## config.mk

```make
export PLATFORM = sky130hd
export DESIGN_NAME = coarse_pwm4
export DESIGN_NICKNAME = d
export VERILOG_FILES = /design/src/rtl/cpwm_pkg.sv /design/src/rtl/cpwm_regs.sv /design/src/rtl/cpwm_chan.sv /design/src/rtl/coarse_pwm4.sv
export SDC_FILE = /design/constraint.sdc
export NUM_CORES = 1
export LEC_CHECK = 0
export BUFFER_PORTS_ARGS = -buffer_cell sky130_fd_sc_hd__buf_4
export CORE_MARGIN = 3
export CORE_UTILIZATION = 40
export CTS_BUF_LIST = sky130_fd_sc_hd__clkbuf_4 sky130_fd_sc_hd__clkbuf_8
export DETAILED_ROUTE_END_ITERATION = 6
export MAX_ROUTING_LAYER = met4
export PLACE_DENSITY = 0.55
export SLEW_MARGIN = 10
export SYNTH_ARGS = -nofsm -noshare
export SYNTH_HDL_FRONTEND = slang
export SYNTH_SLANG_ARGS = --single-unit
```

## constraint.sdc

```tcl
create_clock -name clk -period 6.75 [get_ports clk]
set_input_delay 0.675 -clock clk [delete_from_list [all_inputs] [get_ports clk]]
set_output_delay 0.675 -clock clk [all_outputs]
set_load 0.005 [all_outputs]
```

## src/rtl/cpwm_pkg.sv

```systemverilog
`timescale 1ns/1ps
package cpwm_pkg;
   localparam int STEP_W = 2;
   localparam int MULT_W = 6;
   // (mult+1) needs MULT_W+1 bits, shifted by at most 2*(2^STEP_W-1)
   localparam int INC_W  = MULT_W + 1 + 2 * ((1 << STEP_W) - 1);

   localparam logic [7:0] ADR_POL  = 8'h05;
   localparam logic [7:0] ADR_EN   = 8'h07;
   localparam logic [7:0] ADR_RATE = 8'h08;
   localparam logic [7:0] ADR_DUTY = 8'h0C;
   localparam int POL_LSB = 2;
   localparam int EN_LSB  = 4;

   // accumulator increment for a rate register value
   function automatic logic [INC_W-1:0] rate_inc(input logic [7:0] rate);
      logic [INC_W-1:0] mult;
      mult = INC_W'(rate[MULT_W-1:0]) + INC_W'(1);
      return mult << {rate[7:6], 1'b0};
   endfunction
endpackage

```

## src/rtl/cpwm_regs.sv

```systemverilog
`timescale 1ns/1ps
module cpwm_regs
   import cpwm_pkg::*;
#(
   parameter int NUM_CH = 4
) (
   input  logic                   clk,
   input  logic                   rst,
   input  logic                   wr_en,
   input  logic [7:0]             addr,
   input  logic [7:0]             wdata,
   output logic [7:0]             rdata,
   output logic [NUM_CH-1:0][7:0] rate_o,
   output logic [NUM_CH-1:0][7:0] duty_o,
   output logic [NUM_CH-1:0]      pol_o,
   output logic [NUM_CH-1:0]      en_o
);
   logic [7:0]             pol_r, en_r;
   logic [NUM_CH-1:0][7:0] rate_r, duty_r;
   logic [7:0]             rate_off, duty_off;

   assign rate_off = addr - ADR_RATE;
   assign duty_off = addr - ADR_DUTY;

   always_ff @(posedge clk) begin
      if (rst) begin
         pol_r  <= '0;
         en_r   <= '0;
         rate_r <= '0;
         duty_r <= '0;
      end else if (wr_en) begin
         if (addr == ADR_POL) pol_r <= wdata;
         if (addr == ADR_EN)  en_r  <= wdata;
         for (int c = 0; c < NUM_CH; c++) begin
            if (rate_off == 8'(c)) rate_r[c] <= wdata;
            if (duty_off == 8'(c)) duty_r[c] <= wdata;
         end
      end
   end

   always_comb begin
      rdata = '0;
      if (addr == ADR_POL) rdata = pol_r;
      if (addr == ADR_EN)  rdata = en_r;
      for (int c = 0; c < NUM_CH; c++) begin
         if (rate_off == 8'(c)) rdata = rate_r[c];
         if (duty_off == 8'(c)) rdata = duty_r[c];
      end
   end

   assign rate_o = rate_r;
   assign duty_o = duty_r;

   for (genvar c = 0; c < NUM_CH; c++) begin : g_bits
      assign pol_o[c] = pol_r[POL_LSB + c];
      assign en_o[c]  = en_r[EN_LSB + c];
   end

   // reset leaves control registers cleared
   a_r7_reset_clears: assert property (@(posedge clk)
      rst |=> (en_o == '0 && pol_o == '0 && rdata == 8'h00 || addr != ADR_EN));
endmodule

```

## src/rtl/cpwm_chan.sv

```systemverilog
`timescale 1ns/1ps
module cpwm_chan
   import cpwm_pkg::*;
#(
   parameter int FRAC_W = 12
) (
   input  logic       clk,
   input  logic       rst,
   input  logic       tick,
   input  logic       en,
   input  logic       pol,
   input  logic [7:0] rate_reg,
   input  logic [7:0] duty_reg,
   output logic       pwm_o
);
   logic [FRAC_W-1:0] acc_q;
   logic [FRAC_W:0]   sum;
   logic [7:0]        slot_q, rate_act, duty_act;
   logic              carry, wrap;

   always_comb begin
      sum   = {1'b0, acc_q} + (FRAC_W + 1)'(rate_inc(rate_act));
      carry = tick & sum[FRAC_W];
      wrap  = carry & (slot_q == 8'hFF);
   end

   always_ff @(posedge clk) begin
      if (rst) begin
         acc_q    <= '0;
         slot_q   <= '0;
         rate_act <= '0;
         duty_act <= '0;
      end else if (!en) begin
         acc_q    <= '0;
         slot_q   <= '0;
         rate_act <= rate_reg;
         duty_act <= duty_reg;
      end else if (tick) begin
         acc_q <= sum[FRAC_W-1:0];
         if (carry) slot_q <= slot_q + 8'd1;
         if (wrap) begin
            rate_act <= rate_reg;
            duty_act <= duty_reg;
         end
      end
   end

   assign pwm_o = en & ((slot_q <= duty_act) ^ pol);

   // working settings hold between boundaries
   a_r5_hold_settings: assert property (@(posedge clk) disable iff (rst)
      (en && !wrap) |=> ($stable(duty_act) && $stable(rate_act)));
   // slot 0 is always active
   a_r2_slot0_active: assert property (@(posedge clk) disable iff (rst)
      (en && slot_q == 8'd0) |-> (pwm_o == !pol));
   // at most one slot step per cycle
   a_r1_single_step: assert property (@(posedge clk) disable iff (rst)
      (en && $past(en)) |-> (slot_q == $past(slot_q) || slot_q == $past(slot_q) + 8'd1));
   // a fresh enable starts at slot 0
   a_r4_start_slot0: assert property (@(posedge clk) disable iff (rst)
      $rose(en) |-> (slot_q == 8'd0));
endmodule

```

## src/rtl/coarse_pwm4.sv

```systemverilog
`timescale 1ns/1ps
module coarse_pwm4
   import cpwm_pkg::*;
#(
   parameter int NUM_CH   = 4,
   parameter int FRAC_W   = 12,
   parameter int TICK_DIV = 1
) (
   input  logic              clk,
   input  logic              rst,
   input  logic              wr_en,
   input  logic [7:0]        addr,
   input  logic [7:0]        wdata,
   output logic [7:0]        rdata,
   output logic [NUM_CH-1:0] pwm_out
);
   if (NUM_CH < 1 || NUM_CH > 4) begin : g_bad_ch
      $error("NUM_CH must be 1..4 to fit the register map");
   end
   if (FRAC_W + 1 < INC_W) begin : g_bad_frac
      $error("FRAC_W too small: more than one slot carry per tick");
   end
   if (TICK_DIV < 1) begin : g_bad_div
      $error("TICK_DIV must be at least 1");
   end

   logic                   tick;
   logic [NUM_CH-1:0][7:0] rate_w, duty_w;
   logic [NUM_CH-1:0]      pol_w, en_w;

   if (TICK_DIV == 1) begin : g_tick_every
      assign tick = 1'b1;
   end else begin : g_tick_div
      localparam int DW = $clog2(TICK_DIV);
      logic [DW-1:0] div_q;
      always_ff @(posedge clk) begin
         if (rst || div_q == DW'(TICK_DIV - 1)) div_q <= '0;
         else                                   div_q <= div_q + DW'(1);
      end
      assign tick = (div_q == DW'(TICK_DIV - 1));
   end

   cpwm_regs #(.NUM_CH(NUM_CH)) u_regs (
      .clk    (clk),
      .rst    (rst),
      .wr_en  (wr_en),
      .addr   (addr),
      .wdata  (wdata),
      .rdata  (rdata),
      .rate_o (rate_w),
      .duty_o (duty_w),
      .pol_o  (pol_w),
      .en_o   (en_w)
   );

   for (genvar c = 0; c < NUM_CH; c++) begin : g_ch
      cpwm_chan #(.FRAC_W(FRAC_W)) u_chan (
         .clk      (clk),
         .rst      (rst),
         .tick     (tick),
         .en       (en_w[c]),
         .pol      (pol_w[c]),
         .rate_reg (rate_w[c]),
         .duty_reg (duty_w[c]),
         .pwm_o    (pwm_out[c])
      );
   end
endmodule

```

==> reports/results.txt <==
post-route ant nets - 0
Final Hold Fails - 0
Post-synth ARST share - 0
net count reported at finish - 1584
Setup TNS - 0 ns
CTS sink count - 224
EDFF count, synth - 0
DRT iter0 DRCs - 537
FP Rows - 64
Power Density - 202.3 mW/mm^2
syn avg cell area - 8.465 um^2
via count - 9900
clock buffer depth - 3
Final Max Slew Viols - 0
CP startpoint kind - flip-flop
Area Overhead vs Synth - 10.40%
Post-Syn Nets - 1586
placed cells - 1823
HP Class - flip-flop to flip-flop
initial antenna violation count - 0
Die Y-Extent - 182.6 um
outcome - complete, no violations
CTS buffer count - 42
chip width - 182.6 um
TritonCTS clock tree - built
worst skew pair latency - 0.55 ns
VDD IR max - 0.1288 mV
Achievable Freq - 223.4 MHz
min Tclk post-route - 4.476 ns
commonest non-fill, non-tap cells in the layout - nor2_1, dfxtp_1, mux2i_1
vias in the first global route - 9619
max-cap violations - 0
# setup viols final - 0
core area - 0.03067 mm^2
Initial Util - 0.4066
post-cts gate resize count - 0
Final Wtd Congestion - 0.8106
largest net degree at the start of global routing - 82
global-route wire length before repair - 47350 um
setup repair bufs after CTS - 0
mean routed wirelength per cell - 15.19 um
Post-Syn Area - 0.01247 mm^2
IO Pins - 31
DR pass1 iterations - 5
CTS root buf - clkbuf_8
RSZ-0062 raised after global routing - false
Post-Syn Instances - 1473
share of layout cells above drive strength 1 - 0.07949
Crit path required time - 7.15 ns
ys flop type - dfxtp_1
DRT Wirelength - 28760 um
total gr overflow - 0
Vias/cell - 5.230
detailed-route DRC error count - 0
Slew @ Worst Pin - 1.145 ns
sequential area share after synthesis - 0.3596
final cell count without fillers - 1893
Critical Path AT - 4.87 ns
Worst Setup End Kind - flip-flop
Worst-path clk slew - 0.05 ns
commonest non-fill, non-tap cell in the layout - nor2_1
clock skew - 0.02019 ns
Slew HR - 0.2337
HPWL Detailed - 20120 um
Yosys warning total - 0
GR Util All Layers - 0.1750
Synth Register Bits - 224
critical path peak fanout - 21
WS Path Type - flip-flop to flip-flop
hold buffer count at CTS - 0
fin crit share - 0.6631
LEAKAGE - 5.854 nW
H-tree level count - 2
I/O Buffers - 30
Die Area - 0.03333 mm^2
r2r setup slk - 2.27 ns
post-synthesis cell type count - 61
antenna cells - 0
-- sequential cells by signal, indices dropped and copies added, names as in the netlist --
signal                flops
u_regs.duty_o            32
g_ch.u_chan.slot_q       32
u_regs.rate_o            32
g_ch.u_chan.duty_act     32
g_ch.u_chan.rate_act     32
u_regs.pol_r              8
g_ch.u_chan.acc_q        48
u_regs.en_r               8
-- kinds of logic after synthesis --
family / share of synthesized area
AND/OR/NAND/NOR: 0.1930
AO/OA/AOI/OAI: 0.1262
flip-flops: 0.3596
multiplexers: 0.1225
buffers and inverters: 0.04726
adder cells (fa/ha/maj): 0.09673
XOR/XNOR: 0.05469
-- cells in the mapped netlist, types with 7 or more instances --
| library cell | instances | area, um^2 |
|---|---|---|
| nor3_1 | 13 | 65.06 |
| nor2_1 | 239 | 897.1 |
| or3_1 | 10 | 62.56 |
| dfxtp_1 | 224 | 4484 |
| nand3b_1 | 7 | 52.55 |
| xnor2_1 | 29 | 254.0 |
| ha_1 | 90 | 1126 |
| nand3_1 | 66 | 330.3 |
| buf_4 | 9 | 67.56 |
| o21ai_0 | 53 | 265.3 |
| o31ai_1 | 8 | 60.06 |
| a211oi_1 | 7 | 52.55 |
| a31oi_1 | 10 | 62.56 |
| nand4_1 | 18 | 112.6 |
| o21a_1 | 18 | 135.1 |
| and2_1 | 9 | 56.30 |
| mux2i_1 | 147 | 1471 |
| inv_1 | 63 | 236.5 |
| a21oi_1 | 82 | 410.4 |
| xor2_1 | 47 | 411.6 |
| o22ai_1 | 11 | 68.82 |
| a21o_1 | 13 | 97.59 |
| nand2_1 | 109 | 409.1 |
| nand2b_1 | 18 | 112.6 |
| and3_1 | 21 | 131.4 |
| nor2b_1 | 13 | 81.33 |
| clkbuf_1 | 63 | 236.5 |
-- per-layer routing --
layer  routed length (um)  GRT usage  vias to the layer above
met1                13730     0.2329                     4578
met3                 1436    0.03089                       40
met2                13040     0.2747                      176
li1                     -          -                     5106
met5                    0          -                        -
met4                  552    0.04845                        0
-- path summary, 6_finish.rpt --
check | start | endpoint | depth (start not counted)
worst min register to register | u_regs.rate_o[29] | u_regs.rate_o[29] | 2
worst max-delay path | g_ch[1].u_chan.rate_act[6] | g_ch[1].u_chan.rate_act[1] | 13
worst max register to register | g_ch[1].u_chan.rate_act[6] | g_ch[1].u_chan.rate_act[1] | 13
worst min-delay path | u_regs.rate_o[29] | u_regs.rate_o[29] | 2
-- per-stage QoR --
stage	power (W)	util	hold WS (ns)	instance area (um^2)	setup slack, ns
final	0.002784	0.4488	0.4831	13770	2.274
after global routing	0.002894	0.4488	0.4697	13770	1.723
after global placement	0.001415	0.4200	0.4699	12880	2.334
after detailed placement	0.001415	0.4200	0.4711	12880	2.211
after floorplan	0.001390	-	0.4458	12470	2.957
after CTS	0.002832	0.4488	0.4512	13770	2.197
-- final cells by class --
class / instances / area, um^2
tap: 396 / 495.5
clock inverter: 4 / 45.04
sequential: 224 / 4484
clock buffer: 66 / 839.6
multi-input combinational: 1104 / 7402
inverter: 65 / 244.0
fill: 3097 / 16900
timing repair buffer: 34 / 255.2
-- report_power, final --
| group | internal [W] | switching, W | total [W] |
|---|---|---|---|
| sequential | 0.00132 | 0.00000101 | 0.00132 |
| combinational | 0.0000167 | 0.0000453 | 0.0000620 |
| clock | 0.000820 | 0.000578 | 0.00140 |
-- critical path, stage by stage, from the launching register on --
cell and delay, ns:
dfxtp_1 0.73, mux2i_1 0.25, nand3_1 0.08, o21ai_0 0.10, o21ai_0 0.12, ha_1 0.34
o21a_1 0.12, o31a_1 0.14, o311ai_0 0.50, a31oi_1 0.17, xor2_1 0.58, a41o_1 0.88
mux2i_1 0.27, nor2_1 0.05
(Power assumes the default switching activity.)
